$ cat src/rtl/itimer_pkg.sv
package itimer_pkg;

    localparam int CNT_W   = 16;
    localparam int BYTE_W  = 8;
    localparam int NUM_CH  = 3;
    localparam int ADDR_W  = 4;
    localparam int SEL_W   = 2;

    localparam logic [ADDR_W-1:0] CTL_OFF   = 4'hE;
    localparam logic [ADDR_W-1:0] DATA_BASE = 4'h8;

    localparam logic [1:0] ACC_LATCH = 2'b00;
    localparam logic [1:0] ACC_LOAD  = 2'b11;

    typedef enum logic [1:0] {
        MODE_RATE    = 2'd0,
        MODE_ONESHOT = 2'd1,
        MODE_SQUARE  = 2'd2
    } chan_mode_e;

    typedef enum logic [1:0] {
        LD_IDLE = 2'd0,
        LD_LOW  = 2'd1,
        LD_HIGH = 2'd2
    } ld_phase_e;

    typedef struct packed {
        logic load_ctl;
        logic latch_ctl;
        logic data_wr;
        logic data_rd;
    } chan_strobe_t;

    function automatic logic [ADDR_W-1:0] data_off(input int ch);
        return DATA_BASE + ADDR_W'(2 * ch);
    endfunction

    function automatic chan_mode_e mode_of(input int ch);
        case (ch)
            0:       return MODE_RATE;
            1:       return MODE_ONESHOT;
            default: return MODE_SQUARE;
        endcase
    endfunction

    // count value 0 stands for the full range
    function automatic logic [CNT_W:0] full_count(input logic [CNT_W-1:0] c);
        return (c == '0) ? {1'b1, {CNT_W{1'b0}}} : {1'b0, c};
    endfunction

endpackage

$ cat src/rtl/itimer_regif.sv
module itimer_regif
    import itimer_pkg::*;
(
    input  logic                       reg_wr,
    input  logic                       reg_rd,
    input  logic [ADDR_W-1:0]          reg_addr,
    input  logic [SEL_W-1:0]           ctl_sel,
    input  logic [1:0]                 ctl_acc,
    output chan_strobe_t [NUM_CH-1:0]  stb
);

    logic ctl_wr;

    assign ctl_wr = reg_wr && (reg_addr == CTL_OFF);

    always_comb begin
        for (int i = 0; i < NUM_CH; i++) begin
            stb[i].load_ctl  = ctl_wr && (ctl_sel == SEL_W'(i)) && (ctl_acc == ACC_LOAD);
            stb[i].latch_ctl = ctl_wr && (ctl_sel == SEL_W'(i)) && (ctl_acc == ACC_LATCH);
            stb[i].data_wr   = reg_wr && (reg_addr == data_off(i));
            stb[i].data_rd   = reg_rd && (reg_addr == data_off(i));
        end
    end

endmodule

$ cat src/rtl/itimer_channel.sv
module itimer_channel
    import itimer_pkg::*;
#(
    parameter chan_mode_e MODE = MODE_RATE
) (
    input  logic              clk,
    input  logic              rst,
    input  logic              tick,
    input  chan_strobe_t      stb,
    input  logic [BYTE_W-1:0] wdata,
    output logic [BYTE_W-1:0] rdata,
    output logic              wave
);

    ld_phase_e          ld_q;
    logic [BYTE_W-1:0]  lo_q;
    logic [CNT_W-1:0]   reload_q;
    logic [CNT_W-1:0]   cnt_q;
    logic [CNT_W-1:0]   snap_q;
    logic               armed_q;
    logic               snap_vld_q;
    logic               rd_hi_q;
    logic               done_q;

    logic               hi_wr;
    logic               lo_wr;
    logic [CNT_W-1:0]   next_cnt;
    logic [CNT_W-1:0]   view;
    logic [CNT_W-1:0]   new_count;

    assign lo_wr     = stb.data_wr && (ld_q == LD_LOW);
    assign hi_wr     = stb.data_wr && (ld_q == LD_HIGH);
    assign new_count = {wdata, lo_q};

    always_comb begin
        if (MODE == MODE_ONESHOT)
            next_cnt = cnt_q - 1'b1;
        else if (cnt_q == CNT_W'(1))
            next_cnt = reload_q;
        else
            next_cnt = cnt_q - 1'b1;
    end

    always_ff @(posedge clk) begin
        if (rst) begin
            ld_q       <= LD_IDLE;
            lo_q       <= '0;
            reload_q   <= '0;
            cnt_q      <= '0;
            snap_q     <= '0;
            armed_q    <= 1'b0;
            snap_vld_q <= 1'b0;
            rd_hi_q    <= 1'b0;
            done_q     <= 1'b0;
        end else begin
            if (stb.load_ctl) begin
                ld_q       <= LD_LOW;
                armed_q    <= 1'b0;
                done_q     <= 1'b0;
                snap_vld_q <= 1'b0;
                rd_hi_q    <= 1'b0;
            end else if (lo_wr) begin
                lo_q <= wdata;
                ld_q <= LD_HIGH;
            end else if (hi_wr) begin
                reload_q <= new_count;
                cnt_q    <= new_count;
                armed_q  <= 1'b1;
                done_q   <= 1'b0;
                ld_q     <= LD_IDLE;
            end else if (tick && armed_q) begin
                cnt_q <= next_cnt;
                if (MODE == MODE_ONESHOT && cnt_q == CNT_W'(1))
                    done_q <= 1'b1;
            end

            if (stb.latch_ctl && !snap_vld_q) begin
                snap_q     <= cnt_q;
                snap_vld_q <= 1'b1;
            end

            if (stb.data_rd) begin
                rd_hi_q <= !rd_hi_q;
                if (rd_hi_q)
                    snap_vld_q <= 1'b0;
            end
        end
    end

    assign view  = snap_vld_q ? snap_q : cnt_q;
    assign rdata = rd_hi_q ? view[CNT_W-1:BYTE_W] : view[BYTE_W-1:0];

    always_comb begin
        case (MODE)
            MODE_RATE:    wave = !(armed_q && cnt_q == CNT_W'(1));
            MODE_ONESHOT: wave = done_q;
            default:      wave = !armed_q ||
                                 (full_count(cnt_q) > (full_count(reload_q) >> 1));
        endcase
    end

endmodule

$ cat src/rtl/itimer_top.sv
module itimer_top
    import itimer_pkg::*;
(
    input  logic              clk,
    input  logic              rst,
    input  logic              tick_en,
    input  logic              reg_wr,
    input  logic              reg_rd,
    input  logic [3:0]        reg_addr,
    input  logic [7:0]        reg_wdata,
    output logic [7:0]        reg_rdata,
    output logic              out_tick,
    output logic              out_delay,
    output logic              out_square
);

    chan_strobe_t [NUM_CH-1:0]             stb;
    logic [NUM_CH-1:0][BYTE_W-1:0]         ch_rdata;
    logic [NUM_CH-1:0]                     ch_wave;

    itimer_regif u_regif (
        .reg_wr   (reg_wr),
        .reg_rd   (reg_rd),
        .reg_addr (reg_addr),
        .ctl_sel  (reg_wdata[7:6]),
        .ctl_acc  (reg_wdata[5:4]),
        .stb      (stb)
    );

    for (genvar g = 0; g < NUM_CH; g++) begin : g_ch
        itimer_channel #(
            .MODE (mode_of(g))
        ) u_ch (
            .clk   (clk),
            .rst   (rst),
            .tick  (tick_en),
            .stb   (stb[g]),
            .wdata (reg_wdata),
            .rdata (ch_rdata[g]),
            .wave  (ch_wave[g])
        );
    end

    always_comb begin
        reg_rdata = '0;
        for (int i = 0; i < NUM_CH; i++) begin
            if (reg_addr == data_off(i))
                reg_rdata = ch_rdata[i];
        end
    end

    assign out_tick   = ch_wave[0];
    assign out_delay  = ch_wave[1];
    assign out_square = ch_wave[2];

endmodule

$ cat config.mk
export PLATFORM = sky130hd
export DESIGN_NAME = itimer_top
export DESIGN_NICKNAME = d
export VERILOG_FILES = /design/src/rtl/itimer_pkg.sv /design/src/rtl/itimer_regif.sv /design/src/rtl/itimer_channel.sv /design/src/rtl/itimer_top.sv
export SDC_FILE = /design/constraint.sdc
export NUM_CORES = 1
export LEC_CHECK = 0
export BUFFER_PORTS_ARGS = -buffer_cell sky130_fd_sc_hd__clkbuf_2
export CAP_MARGIN = 5
export CORE_MARGIN = 5
export CORE_UTILIZATION = 57
export CTS_CLUSTER_SIZE = 24
export DETAILED_ROUTE_END_ITERATION = 16
export GPL_TIMING_DRIVEN = 0
export PLACE_DENSITY = 0.81
export RECOVER_POWER = 25
export SYNTH_ARGS = -nofsm -noshare
export SYNTH_HDL_FRONTEND = slang
export SYNTH_HIERARCHICAL = 1
export SYNTH_SLANG_ARGS = --single-unit
$ cat constraint.sdc
create_clock -name clk -period 3.06 [get_ports clk]
set_input_delay 0.612 -clock clk [delete_from_list [all_inputs] [get_ports clk]]
set_output_delay 0.612 -clock clk [all_outputs]
set_load 0.1 [all_outputs]
# Yosys cells after proc, flatten, opt, wreduce, memory -nomap -nowiden

Index checks and enable logic that the tools add are counted.

Reduce and logical (&&, ||, !) cells: 70
$lt $le $gt $ge: 1
Eq/ne operators: 16
Muxes and demuxes: 49
Bitwise gates (word level): 6
$add $sub $neg: 3

Operators with widths:

| cell                                                 | number |
|---|---|
| 2-to-1 mux 16 bit                                    | 11 |
| equality test 16 x 1 -> 1 bit, second input constant | 3 |
| 2-to-1 mux 8 bit                                     | 6 |
| subtractor 16 x 1 -> 16 bit, second input constant   | 3 |
| 2-to-1 mux 17 bit                                    | 2 |
| zero test 16 bit                                     | 2 |
| logical AND 1 bit                                    | 29 |
| 2-to-1 mux 1 bit                                     | 24 |
| nonzero test 2 bit                                   | 10 |
| AND reduction 3 bit                                  | 6 |
| greater-than comparator 17 x 16 -> 1 bit             | 1 |
| equality test 4 bit, second input constant           | 4 |
| 2-to-1 mux 2 bit                                     | 6 |
| AND reduction 2 bit                                  | 6 |
| equality test 2 bit, second input constant           | 5 |
| nonzero test 3 bit                                   | 3 |
| equality test 2 x 1 -> 1 bit, second input constant  | 4 |
| zero test 1 bit                                      | 8 |
| inverter 1 bit                                       | 6 |
| OR reduction 2 bit                                   | 3 |
| zero test 2 bit                                      | 2 |
| logical OR 1 bit                                     | 1 |

Input bits: 17
Register bits after elaboration: 168
Output and inout port bits: 11
Word-level logic and storage cells: 172

# Logic depth before layout (Yosys ltp)

Depth in word-level cells: 8
Mapped depth: 11

# Cells and area by module

The synthesis kept the hierarchy.

By module, submodules not included:

| module                        | area each (µm²) | seq. area each (µm²) | cells each | times used |
|---|---|---|---|---|
| itimer_channel (g_ch[2].u_ch) | 3533.4          | 1221.2               | 430        | 1 |
| itimer_channel (g_ch[0].u_ch) | 3146.8          | 1221.2               | 367        | 1 |
| itimer_channel (g_ch[1].u_ch) | 2422.3          | 920.9                | 276        | 1 |
| itimer_top                    | 267.8           | 0.0                  | 29         | 1 |
| itimer_regif                  | 131.4           | 0.0                  | 21         | 1 |

# Least setup slack after synthesis

OpenSTA, ideal clock, no wires.

Kind: reg-to-output
Start: reg g_ch[2].u_ch.cnt_q[2]
End: out out_square
Cell stages (with the launch flop): 12
Path slack: -1.203 ns
Data arrival time: 3.651 ns
Cell sequence: dfxtp_1 buf_6 nor4_4 and4_4 nand3b_1 and2_1 ha_1 nand4_1 nor3_1 a2111oi_0 o21a_1 o211ai_1

Cells in the longest elaborated chain, start to end: 4

Ends and longest elaborated chain:

| item                                         | RTL line             | RTL |
|---|---|---|
| from (decl)                                  | itimer_channel.sv:18 | `logic [CNT_W-1:0] cnt_q;` |
| from (signal assigned)                       | itimer_channel.sv:67 | `cnt_q <= new_count;` |
| from (signal assigned)                       | itimer_channel.sv:72 | `cnt_q <= next_cnt;` |
| zero test 16 bit                             | itimer_pkg.sv:48     | `return (c == '0) ? {1'b1, {CNT_W{1'b0}}} : {1'b0, c};` |
| 2-to-1 mux 17 bit (*)                        | itimer_pkg.sv:48     |  |
| greater-than comparator 17 x 16 -> 1 bit (*) | itimer_channel.sv:98 | `(full_count(cnt_q) > (full_count(reload_q) >> 1));` |
| logical OR 1 bit (*)                         | itimer_channel.sv:97 | `default: wave = !armed_q \|\|` |
| to (decl)                                    | itimer_top.sv:14     | `output logic out_square` |

Every way passes the cells marked *; elsewhere a longest branch is shown, timed or not.

# Final worst setup path

Start: reg g_ch[2].u_ch.cnt_q[6]
End: out out_square

The elaborated chain is that of the path after synthesis.

==> metrics.txt <==
first-pass GRT wire length 45.1 mm; WHS 454 ps; Combinational Power Share roughly 3.6%; vias after detailed routing a little over 9000; power density over cell area 431 mW/mm^2; worst path arrival time around 3100 ps; Post-synth ARST share 0%; Pwr Total roughly 0.0046 W; P&R area growth vs syn 11.8%; number of I/O pins 28; busiest layer in global routing met2; final setup violation count 28; die width roughly 140 um; largest net degree at the start of global routing 17; ys flop type dfxtp_1; Initial Util a little under 60%; failing checks negative setup slack; Worst Setup Start Kind register; VDD IR max 0.000396 V; final clock skew 7.71 ps; number of port buffers 27; Seq/Total Area, Yosys 35.4%; Post-Route WL 28.4 mm; Yosys cell types 83; M2 GR Usage between 40% and 50%; most common cell after layout, fill and taps aside nand2_1; internal power 0.00353 W; Post-synth EDFFs 0; Slew @ Worst Pin 1170 ps; clock power share between 40% and 50%; final slew viol count 0; outcome finished, violations left; # nets final 1212; RSZ-0062 raised after global routing true; cell taking the most area after synthesis dfxtp_1; Worst Path Required about 2500 ps; Yosys reg bits around 170; Avg Cell Area, Syn 8.46 sq um; cts bufs inserted 17; synthesized cell area roughly 0.0095 sq mm; clk slew on worst S/H paths roughly 70 ps; Sink Count roughly 170; syn nets around 1200; final period utilization 120%; critical path class register to output pin; final worst slack -607 ps; grt total ovfl 0; fin crit period 3670 ps; Initial DRC Count just over 1000; Die Footprint 0.0194 sq mm; 1st-pass router iterations 6; Die Height roughly 140 um; met1 usage 36.8%; std cell rows 47; TritonCTS clock tree built; Psw 0.00104 W; Final Hold Fails 0; Skew-Pair Late Insertion Delay 430 ps; Vias per Instance 6.48; crit path max fanout 8; ANT cells 0; Sw Ratio 22.8%; clock buffer depth 2; Lkg Pwr 3.71 nW; core area 0.0165 sq mm; met3 GRT Util 6.10%; GP Congestion between 0.9 and 1; dpl hpwl just under 20 mm; fmax 273 MHz; YS warnings 6; DRT antenna net count 0; Max Cap Violations 0; worst rel slew slack 22.5%; wire per inst 20.2 um; post-synth top area share 35.4%; top cells by area, synth dfxtp_1 (35%), nand2_1 (7.9%), a21oi_1 (5.8%); Hold-fix buffers, CTS 0; initial antenna violation count 0; DRC errors left 0; vias in the first global route 8568; sequential power share 47.8%; commonest cells after routing, fill and taps aside nand2_1 (199), dfxtp_1 (159), a21oi_1 (111); crit path capture type output pin; Root Driver clkbuf_16; layout cells sized above 1 14.3%; Max H-tree Level 4; Hold Crit Class register to register; gr usage total between 20% and 30%; Synth Instances 1123
cells by family (layout without fill, tap and decap cells):
group                      after synthesis  after routing  share of synthesized area, %
xor gates and xnor gates                15             15                          1.38
AOI/OAI and AO/OA                      285            285                          20.2
adders and majority gates               23             23                          3.03
and+or+nand+nor                        433            433                          23.5
DFF                                    168            168                          35.4
buffers and inverters                  138            200                          6.83
muxes                                   61             61                          9.64
stage by stage:
step                setup TNS [ps]  setup WS (ps)  cell area [sq um]  std cells  util, %
detailed placement           -8090           -749               9910       1370     60.2
floorplan                    -1190          -1190               9500       1123        -
global route                 -7170           -702              10600       1405     64.5
finish                       -2850           -607              10600       1405     64.5
global placement             -5360           -663               9910       1370     60.2
CTS                           -608           -608              10600       1403     64.3
cell usage after synthesis, types with 13 or more instances:
master,instances
a211oi_1,17
a21oi_1,111
clkbuf_1,77
dfxtp_1,168
ha_1,23
inv_1,33
mux2i_1,36
mux4_2,23
nand2_1,199
nor2_1,79
nor3_1,25
nor4_1,18
o21ai_0,35
xnor2_1,13
power by group through the flow:
stage	logic (W)	registers, W	clock network [W]
2_1_floorplan	0.0000887	0.00224	0
3_3_place_gp	0.000160	0.00224	0
3_5_place_dp	0.000161	0.00224	0
4_1_cts	0.000160	0.00219	0.00225
5_1_grt	0.000168	0.00219	0.00235
6_report	0.000162	0.00219	0.00222
sequential cells by signal, summed over array words and instances, names as in the netlist:
register,count
g_ch.u_ch/cnt_q,48
g_ch.u_ch/snap_q,48
g_ch.u_ch/reload_q,32
g_ch.u_ch/lo_q,24
g_ch.u_ch/ld_q,6
g_ch.u_ch/armed_q,3
g_ch.u_ch/rd_hi_q,3
g_ch.u_ch/snap_vld_q,3
g_ch.u_ch/wave,1
critical path, stage by stage (launching register included):
cell	delay [ps]
dfxtp_2	390
nor4_4	350
and4_4	280
nand3b_1	90
and2_1	170
ha_1	260
nand4_1	130
nor3_2	230
a2111oi_2	50
o21a_1	190
o211ai_1	190
clkbuf_8	280
worst paths after layout:
kind / startpoint / to / slack, ps / cells past startpoint
worst max-delay path: g_ch[2].u_ch/cnt_q[6] / out_square / -610 / 11
worst min-delay path: g_ch[0].u_ch/reload_q[13] / g_ch[0].u_ch/reload_q[13] / 450 / 2
worst max register to register: g_ch[0].u_ch/cnt_q[1] / g_ch[0].u_ch/cnt_q[4] / 740 / 8
worst min register to register: g_ch[0].u_ch/reload_q[13] / g_ch[0].u_ch/reload_q[13] / 450 / 2
metal layers:
metal | vias up | part of all wire [%]
li1 | 4157 | -
met1 | 4363 | 40
met2 | 495 | 47
met3 | 91 | 9.1
met4 | 0 | 4.6
met5 | - | 0
timing repair:
action / in CTS / in global routing
resized for setup: 12 / 14
pin swaps: 8 / 9
setup endpoints to repair: 10 / 18
setup buffers: 6 / 6
final cells by class:
class / count / area, sq um
clock inverter: 13 / 168
clock buffer: 19 / 443
multi-input combinational: 817 / 5520
inverter: 33 / 124
timing repair buffer: 39 / 233
sequential: 168 / 3380
tap: 220 / 275
buffer: 96 / 482
fill: 1352 / 5840
Note: power is estimated with default switching activity, not from simulation.
